==> src/rtl/mog_pkg.sv <==
`timescale 1ns/1ps
package mog_pkg;
  localparam logic [2:0] K_LOAD  = 3'd0;
  localparam logic [2:0] K_STORE = 3'd1;
  localparam logic [2:0] K_ZERO  = 3'd2;
  localparam logic [2:0] K_ICINV = 3'd3;
  localparam logic [2:0] K_BAR   = 3'd4;

  // ordering classes kept by the tracker
  localparam logic [1:0] CLS_LDO = 2'd0; // covered load
  localparam logic [1:0] CLS_STO = 2'd1; // covered store or zero
  localparam logic [1:0] CLS_OTH = 2'd2; // any other data access
  localparam logic [1:0] CLS_ICI = 2'd3; // icache invalidate
  localparam int NCLS = 4;
  localparam int NEP  = 2;
endpackage

==> src/rtl/mog_classify.sv <==
`timescale 1ns/1ps
module mog_classify
  import mog_pkg::*;
(
  input  logic [2:0] kind,
  input  logic       coh,
  input  logic       wt,
  input  logic       ci,
  output logic       is_bar,
  output logic [1:0] cls
);
  logic covered;
  assign covered = coh & ~wt & ~ci;
  assign is_bar  = (kind == K_BAR);

  always_comb begin
    if (kind == K_ICINV)
      cls = CLS_ICI;
    else if (covered && kind == K_LOAD)
      cls = CLS_LDO;
    else if (covered && (kind == K_STORE || kind == K_ZERO))
      cls = CLS_STO;
    else
      cls = CLS_OTH;
  end
endmodule

==> src/rtl/mog_track.sv <==
`timescale 1ns/1ps
module mog_track
  import mog_pkg::*;
#(
  parameter int TAG_W = 3
) (
  input  logic             clk,
  input  logic             rst,
  input  logic             inc_v,
  input  logic [TAG_W-1:0] inc_tag,
  input  logic [1:0]       inc_cls,
  input  logic             inc_ep,
  input  logic             dec_v,
  input  logic [TAG_W-1:0] dec_tag,
  input  logic [NEP-1:0]   mask,
  output logic [NCLS-1:0]  zero_cls
);
  localparam int DEPTH = 1 << TAG_W;
  localparam int CW    = TAG_W + 1;

  logic [2:0]    tbl [DEPTH];
  logic [CW-1:0] cnt [NEP][NCLS];
  logic [2:0]    dent;
  logic          dep;
  logic [1:0]    dcls;
  logic [NEP-1:0][NCLS-1:0] up, dn;

  // per-tag record {epoch, class}, plain RAM without reset
  always_ff @(posedge clk) begin
    if (inc_v) tbl[inc_tag] <= {inc_ep, inc_cls};
  end

  assign dent = tbl[dec_tag];
  assign dep  = dent[2];
  assign dcls = dent[1:0];

  always_comb begin
    for (int e = 0; e < NEP; e++) begin
      for (int c = 0; c < NCLS; c++) begin
        up[e][c] = inc_v && (inc_ep == 1'(e)) && (inc_cls == 2'(c));
        dn[e][c] = dec_v && (dep == 1'(e)) && (dcls == 2'(c));
      end
    end
  end

  always_ff @(posedge clk) begin
    if (rst) begin
      for (int e = 0; e < NEP; e++)
        for (int c = 0; c < NCLS; c++)
          cnt[e][c] <= '0;
    end else begin
      for (int e = 0; e < NEP; e++)
        for (int c = 0; c < NCLS; c++) begin
          if (up[e][c] && !dn[e][c])
            cnt[e][c] <= cnt[e][c] + 1'b1;
          else if (dn[e][c] && !up[e][c])
            cnt[e][c] <= cnt[e][c] - 1'b1;
        end
    end
  end

  always_comb begin
    for (int c = 0; c < NCLS; c++) begin
      zero_cls[c] = 1'b1;
      for (int e = 0; e < NEP; e++)
        if (mask[e] && cnt[e][c] != '0) zero_cls[c] = 1'b0;
    end
  end


  no_underflow_chk: assert property (@(posedge clk) disable iff (rst)
    dec_v |-> cnt[dep][dcls] != '0);

  no_overflow_chk: assert property (@(posedge clk) disable iff (rst)
    inc_v |-> cnt[inc_ep][inc_cls] != '1);
endmodule

==> src/rtl/mog_outreg.sv <==
`timescale 1ns/1ps
module mog_outreg #(
  parameter int W = 8
) (
  input  logic         clk,
  input  logic         rst,
  input  logic         load,
  input  logic [W-1:0] d,
  output logic         valid,
  input  logic         ready,
  output logic [W-1:0] q,
  output logic         free
);
  assign free = ~valid | ready;

  always_ff @(posedge clk) begin
    if (rst) valid <= 1'b0;
    else if (load) valid <= 1'b1;
    else if (ready) valid <= 1'b0;
  end

  always_ff @(posedge clk) begin
    if (load) q <= d;
  end


  port_hold_chk: assert property (@(posedge clk) disable iff (rst)
    (valid && !ready) |=> (valid && $stable(q)));
endmodule

==> src/rtl/mem_order_gate.sv <==
`timescale 1ns/1ps
module mem_order_gate
  import mog_pkg::*;
#(
  parameter int TAG_W = 3
) (
  input  logic             clk,
  input  logic             rst,
  input  logic             in_valid,
  output logic             in_ready,
  input  logic [TAG_W-1:0] in_tag,
  input  logic [2:0]       in_kind,
  input  logic [1:0]       in_bstr,
  input  logic             in_coh,
  input  logic             in_wt,
  input  logic             in_ci,
  output logic             mem_valid,
  input  logic             mem_ready,
  output logic [TAG_W-1:0] mem_tag,
  output logic [2:0]       mem_kind,
  output logic             mem_coh,
  output logic             mem_wt,
  output logic             mem_ci,
  input  logic             ack_valid,
  input  logic [TAG_W-1:0] ack_tag,
  output logic             bar_done,
  output logic [TAG_W-1:0] bar_tag,
  output logic             bar_bad,
  output logic             init_stall
);
  localparam int PW = TAG_W + 6;

  logic            is_bar;
  logic [1:0]      cls;
  logic [NCLS-1:0] zc;
  logic            slot_free;
  logic            pend, heavy, ep;
  logic [NEP-1:0]  mask;
  logic            str_heavy, str_bad, pass_data, bar_ok;
  logic            fire, acc_fire, bar_fire, clear_now;
  logic [PW-1:0]   out_q;

  mog_classify u_cls (
    .kind(in_kind), .coh(in_coh), .wt(in_wt), .ci(in_ci),
    .is_bar(is_bar), .cls(cls)
  );

  mog_track #(.TAG_W(TAG_W)) u_trk (
    .clk(clk), .rst(rst),
    .inc_v(acc_fire), .inc_tag(in_tag), .inc_cls(cls), .inc_ep(ep),
    .dec_v(ack_valid), .dec_tag(ack_tag),
    .mask(mask), .zero_cls(zc)
  );

  mog_outreg #(.W(PW)) u_out (
    .clk(clk), .rst(rst), .load(acc_fire),
    .d({in_tag, in_kind, in_coh, in_wt, in_ci}),
    .valid(mem_valid), .ready(mem_ready), .q(out_q), .free(slot_free)
  );

  assign {mem_tag, mem_kind, mem_coh, mem_wt, mem_ci} = out_q;

  assign str_heavy = (in_bstr == 2'd0) || (in_bstr == 2'd2);
  assign str_bad   = (in_bstr == 2'd3);

  always_comb begin
    if (!pend)
      pass_data = 1'b1;
    else if (heavy)
      pass_data = (cls == CLS_ICI) || (zc[CLS_LDO] && zc[CLS_STO] && zc[CLS_OTH]);
    else begin
      case (cls)
        CLS_LDO: pass_data = zc[CLS_LDO];
        CLS_STO: pass_data = zc[CLS_LDO] && zc[CLS_STO];
        default: pass_data = 1'b1;
      endcase
    end
  end

  assign bar_ok    = str_heavy ? slot_free : 1'b1;
  assign in_ready  = is_bar ? bar_ok : (pass_data && slot_free);
  assign fire      = in_valid && in_ready;
  assign acc_fire  = fire && !is_bar;
  assign bar_fire  = fire && is_bar && !str_bad;
  assign clear_now = pend && (&zc);
  assign init_stall = in_valid && is_bar && str_heavy && !slot_free;

  always_ff @(posedge clk) begin
    if (rst) begin
      pend  <= 1'b0;
      heavy <= 1'b0;
      mask  <= '0;
      ep    <= 1'b0;
    end else if (bar_fire && (!pend || clear_now)) begin
      pend  <= 1'b1;
      heavy <= str_heavy;
      mask  <= ep ? 2'b10 : 2'b01;
      ep    <= ~ep;
    end else if (bar_fire) begin
      heavy <= heavy | str_heavy;
      mask  <= 2'b11;
    end else if (clear_now) begin
      pend <= 1'b0;
      mask <= '0;
    end
  end

  always_ff @(posedge clk) begin
    if (rst) begin
      bar_done <= 1'b0;
      bar_bad  <= 1'b0;
    end else begin
      bar_done <= bar_fire;
      bar_bad  <= fire && is_bar && str_bad;
    end
  end

  always_ff @(posedge clk) begin
    if (fire && is_bar) bar_tag <= in_tag;
  end


  bad_flag_chk: assert property (@(posedge clk) disable iff (rst)
    bar_bad |-> $past(in_valid && in_ready && in_kind == K_BAR && in_bstr == 2'd3));

  done_after_accept_chk: assert property (@(posedge clk) disable iff (rst)
    bar_done |-> $past(in_valid && in_ready && in_kind == K_BAR && in_bstr != 2'd3));

  done_bad_excl_chk: assert property (@(posedge clk) disable iff (rst)
    !(bar_done && bar_bad));

  heavy_drain_chk: assert property (@(posedge clk) disable iff (rst)
    (in_valid && in_ready && in_kind == K_BAR && (in_bstr == 2'd0 || in_bstr == 2'd2))
      |-> (!mem_valid || mem_ready));
endmodule

==> config.mk <==
export PLATFORM = sky130hd
export DESIGN_NAME = mem_order_gate
export DESIGN_NICKNAME = d
export VERILOG_FILES = /design/src/rtl/mog_pkg.sv /design/src/rtl/mog_classify.sv /design/src/rtl/mog_track.sv /design/src/rtl/mog_outreg.sv /design/src/rtl/mem_order_gate.sv
export SDC_FILE = /design/constraint.sdc
export NUM_CORES = 1
export LEC_CHECK = 0
export BUFFER_PORTS_ARGS = -buffer_cell sky130_fd_sc_hd__buf_2
export CAP_MARGIN = 20
export CORE_MARGIN = 5
export CORE_UTILIZATION = 45
export DETAILED_ROUTE_END_ITERATION = 12
export PLACE_DENSITY = 0.65
export SLEW_MARGIN = 0
export SYNTH_ARGS = -nofsm -noshare
export SYNTH_HDL_FRONTEND = slang
export SYNTH_HIERARCHICAL = 1
export SYNTH_SLANG_ARGS = --single-unit
export TNS_END_PERCENT = 50
==> constraint.sdc <==
create_clock -name clk -period 4.6 [get_ports clk]
set_input_delay 0.23 -clock clk [delete_from_list [all_inputs] [get_ports clk]]
set_output_delay 0.23 -clock clk [all_outputs]
set_load 0.01 [all_outputs]
==> results.yml <==
floorplanning:
  rows: 36
  die_h_um: 108
  initial_core_util_pct: 45.4
  core_mm2: 0.00959
  num_io_pins: 36
  die_area_mm2: 0.0118
  die_w_um: 108
clock_network:
  clk_latency_ps: 350
  ctsHoldBuffers: 0
  cts_buffers: 9
  cts_buffer_depth: 2
  clkSinkCount: 76
  cts.clk_slew.worst_paths_ps: 90
  htreeDepth: 3
  root_buffer: "clkbuf_8"
  cts_tree: "built"
logic_synthesis:
  synthFlopType: "edfxtp_1"
  synth-seq-area-share_pct: 50.5
  syn-cell-area_mm2: 0.00436
  yosysMostFrequentCell: "edfxtp_1"
  async_flop_share_pct: 0
  synth_area_leaders: "edfxtp_1, ha_1, nor2_1"
  synth-seq-cells: 76
  syn_avg_cell_area_um2: 11.2
  synth_area_leader_cell: "edfxtp_1"
  netlist_instances: 391
  synth_top_area_share_pct: 46.8
  ys_warn_count: 6
  synth-edff-count: 68
  syn_nets: 432
  synth_common_cells: "edfxtp_1, nor2_1, inv_1, nand2_1, a21oi_1"
  synth_cell_types: 62
timing:
  min_period_ps: 4180
  hold_viol_final: 0
  fmax_mhz: 239
  setup_viol_count_final: 0
  drv_slew: 0
  max_slew_margin_pct: 51.7
  fin_crit_sh_pct: 90.9
  skew_ps: 9.37
  tns_ps: 0
  rsz0062_at_grt: "false"
  worst-slew-pin-transition_ps: 719
route:
  vias: 3017
  antenna_left: 0
  drc: 0
  via_per_inst: 5.32
  wl_per_cell_um: 15.1
  drt_first_pass_iters: 4
  drt_iter0_drc: 142
  wirelength_mm: 8.55
global_route:
  grt_max_degree: 36
  grtUsageTotal_pct: 15.6
  grt_pass1_wl_mm: 14.3
  antenna_found_initial: 0
  grt_pass1_vias: 2974
  grt-ovfl-total: 0
final_layout:
  drive_gt1_share_pct: 19.6
  antenna-diode-count: 0
  finish.utilization_pct: 51.0
  nets: 470
  fillCellCount: 844
  area_growth_pct: 12.3
placed_design:
  io_buffers: 35
  dp_hpwl_mm: 6.31
  gp_congestion: 0.826
pwr:
  leakage_uw: 0.00196
  irDropWorstVdd_v: 0.000169
  power_density_mw_per_mm2: 336
worst_hold_path:
  hold_class: "in -> reg"
  min_from: "in_coh"
run:
  maxCapViolations: 0
critical_path:
  reg2reg_from: "u_trk/cnt[1][9]"
  cp.arrival_ps: 4290
  crit_type: "reg -> reg"
  start_kind: "flip-flop"
  cp_data_required_time_ps: 4700
  crit_path_max_fanout: 6
  crit_path_end_kind: "flip-flop"
  crit_start: "u_trk/cnt[1][9]"
run_status:
  status: "completed"
## layout make-up
| cell class | instances | area, um2 | share of cell area [%] |
|---|---|---|---|
| Sequential cell | 76 | 2200 | 45.0 |
| Clock buffer | 9 | 124 | 2.53 |
| Multi-Input combinational cell | 275 | 1990 | 40.6 |
| Clock inverter | 7 | 105 | 2.15 |
| Timing Repair Buffer | 39 | 205 | 4.19 |
| Inverter | 28 | 105 | 2.15 |
| Tap cell | 133 | 166 | 3.40 |
## state kept, by name, indices dropped and copies added, names as in the netlist
name / count
u_trk/tbl: 24
u_out/valid: 1
bar_bad: 1
u_out/q: 9
ep: 1
pend: 1
u_trk/cnt: 32
bar_done: 1
heavy: 1
bar_tag: 3
mask: 2
## per-stage QoR
step                instance area [um2]  power (uW)  setup slack [ps]  hold WS (ps)  instances
floorplan                          4370        1010               396           292        391
global placement                   4660        1070               590           423        551
detailed placement                 4660        1080               396           428        551
CTS                                4890        1670               362          43.8        567
global route                       4900        1730              77.3          47.2        567
finish                             4900        1650               416          63.5        567
## critical path: stages (launching register included)
cell and delay (ps):
edfxtp_1 430, or4_1 570, a22oi_1 300, nand2b_1 150
a2111oi_0 80, nand3b_1 240, nor3b_4 320, nor2b_2 260
nand2_1 100, nor2_1 160, nor2_1 60, nand2_1 140
inv_1 90, ha_1 300, a21o_1 190, a21oi_1 170
xor2_1 190, xnor2_1 130, nor2_1 50
## cells by family after synthesis
logic type	after synthesis	share of synthesized area [%]
mux	11	4.25
simple gates	154	18.8
compound gates	69	11.1
buf+inv	40	4.19
flops	76	50.5
xor+xnor	19	3.82
fa+ha+maj	22	7.35
## layout by cell type, fill, tap and decap left out, types with 9 or more instances in the layout
cell / instances
edfxtp_1: 68
inv_1: 27
o21ai_0: 9
xor2_1: 11
nand2_1: 22
a21oi_1: 17
buf_2: 35
ha_1: 16
nand2b_1: 15
clkbuf_8: 9
nor2_1: 51
nor3_1: 14
## path summary, 6_finish.rpt
| path | to | slack [ps] | cells after the start |
|---|---|---|---|
| hold / removal | u_out/q[2] | 60 | 1 |
| hold reg to reg | heavy | 510 | 2 |
| setup reg to reg | u_trk/cnt[0][7] | 420 | 18 |
| setup / recovery | u_trk/cnt[0][7] | 420 | 18 |
## report_power, final
part | switching [uW] | internal, uW | leakage, uW
combinational | 134 | 94.2 | 0.00108
sequential | 34.3 | 799 | 0.000764
clock | 271 | 315 | 0.000113
## what timing repair did
item / in CTS / in global routing
hold endpoints to repair: 0 / 0
buffers inserted: 0 / 0
resized for setup: 0 / 2
setup endpoints to repair: 0 / 1
## routing by layer
layer / share of wire [%] / track usage [%] / vias up
li1: - / - / 1494
met1: 48 / 20.2 / 1471
met2: 48 / 25.9 / 46
met3: 2.8 / 3.04 / 6
met4: 1.4 / 5.86 / 0
met5: 0 / 0 / -
Note: power is estimated with default switching activity, not from simulation.
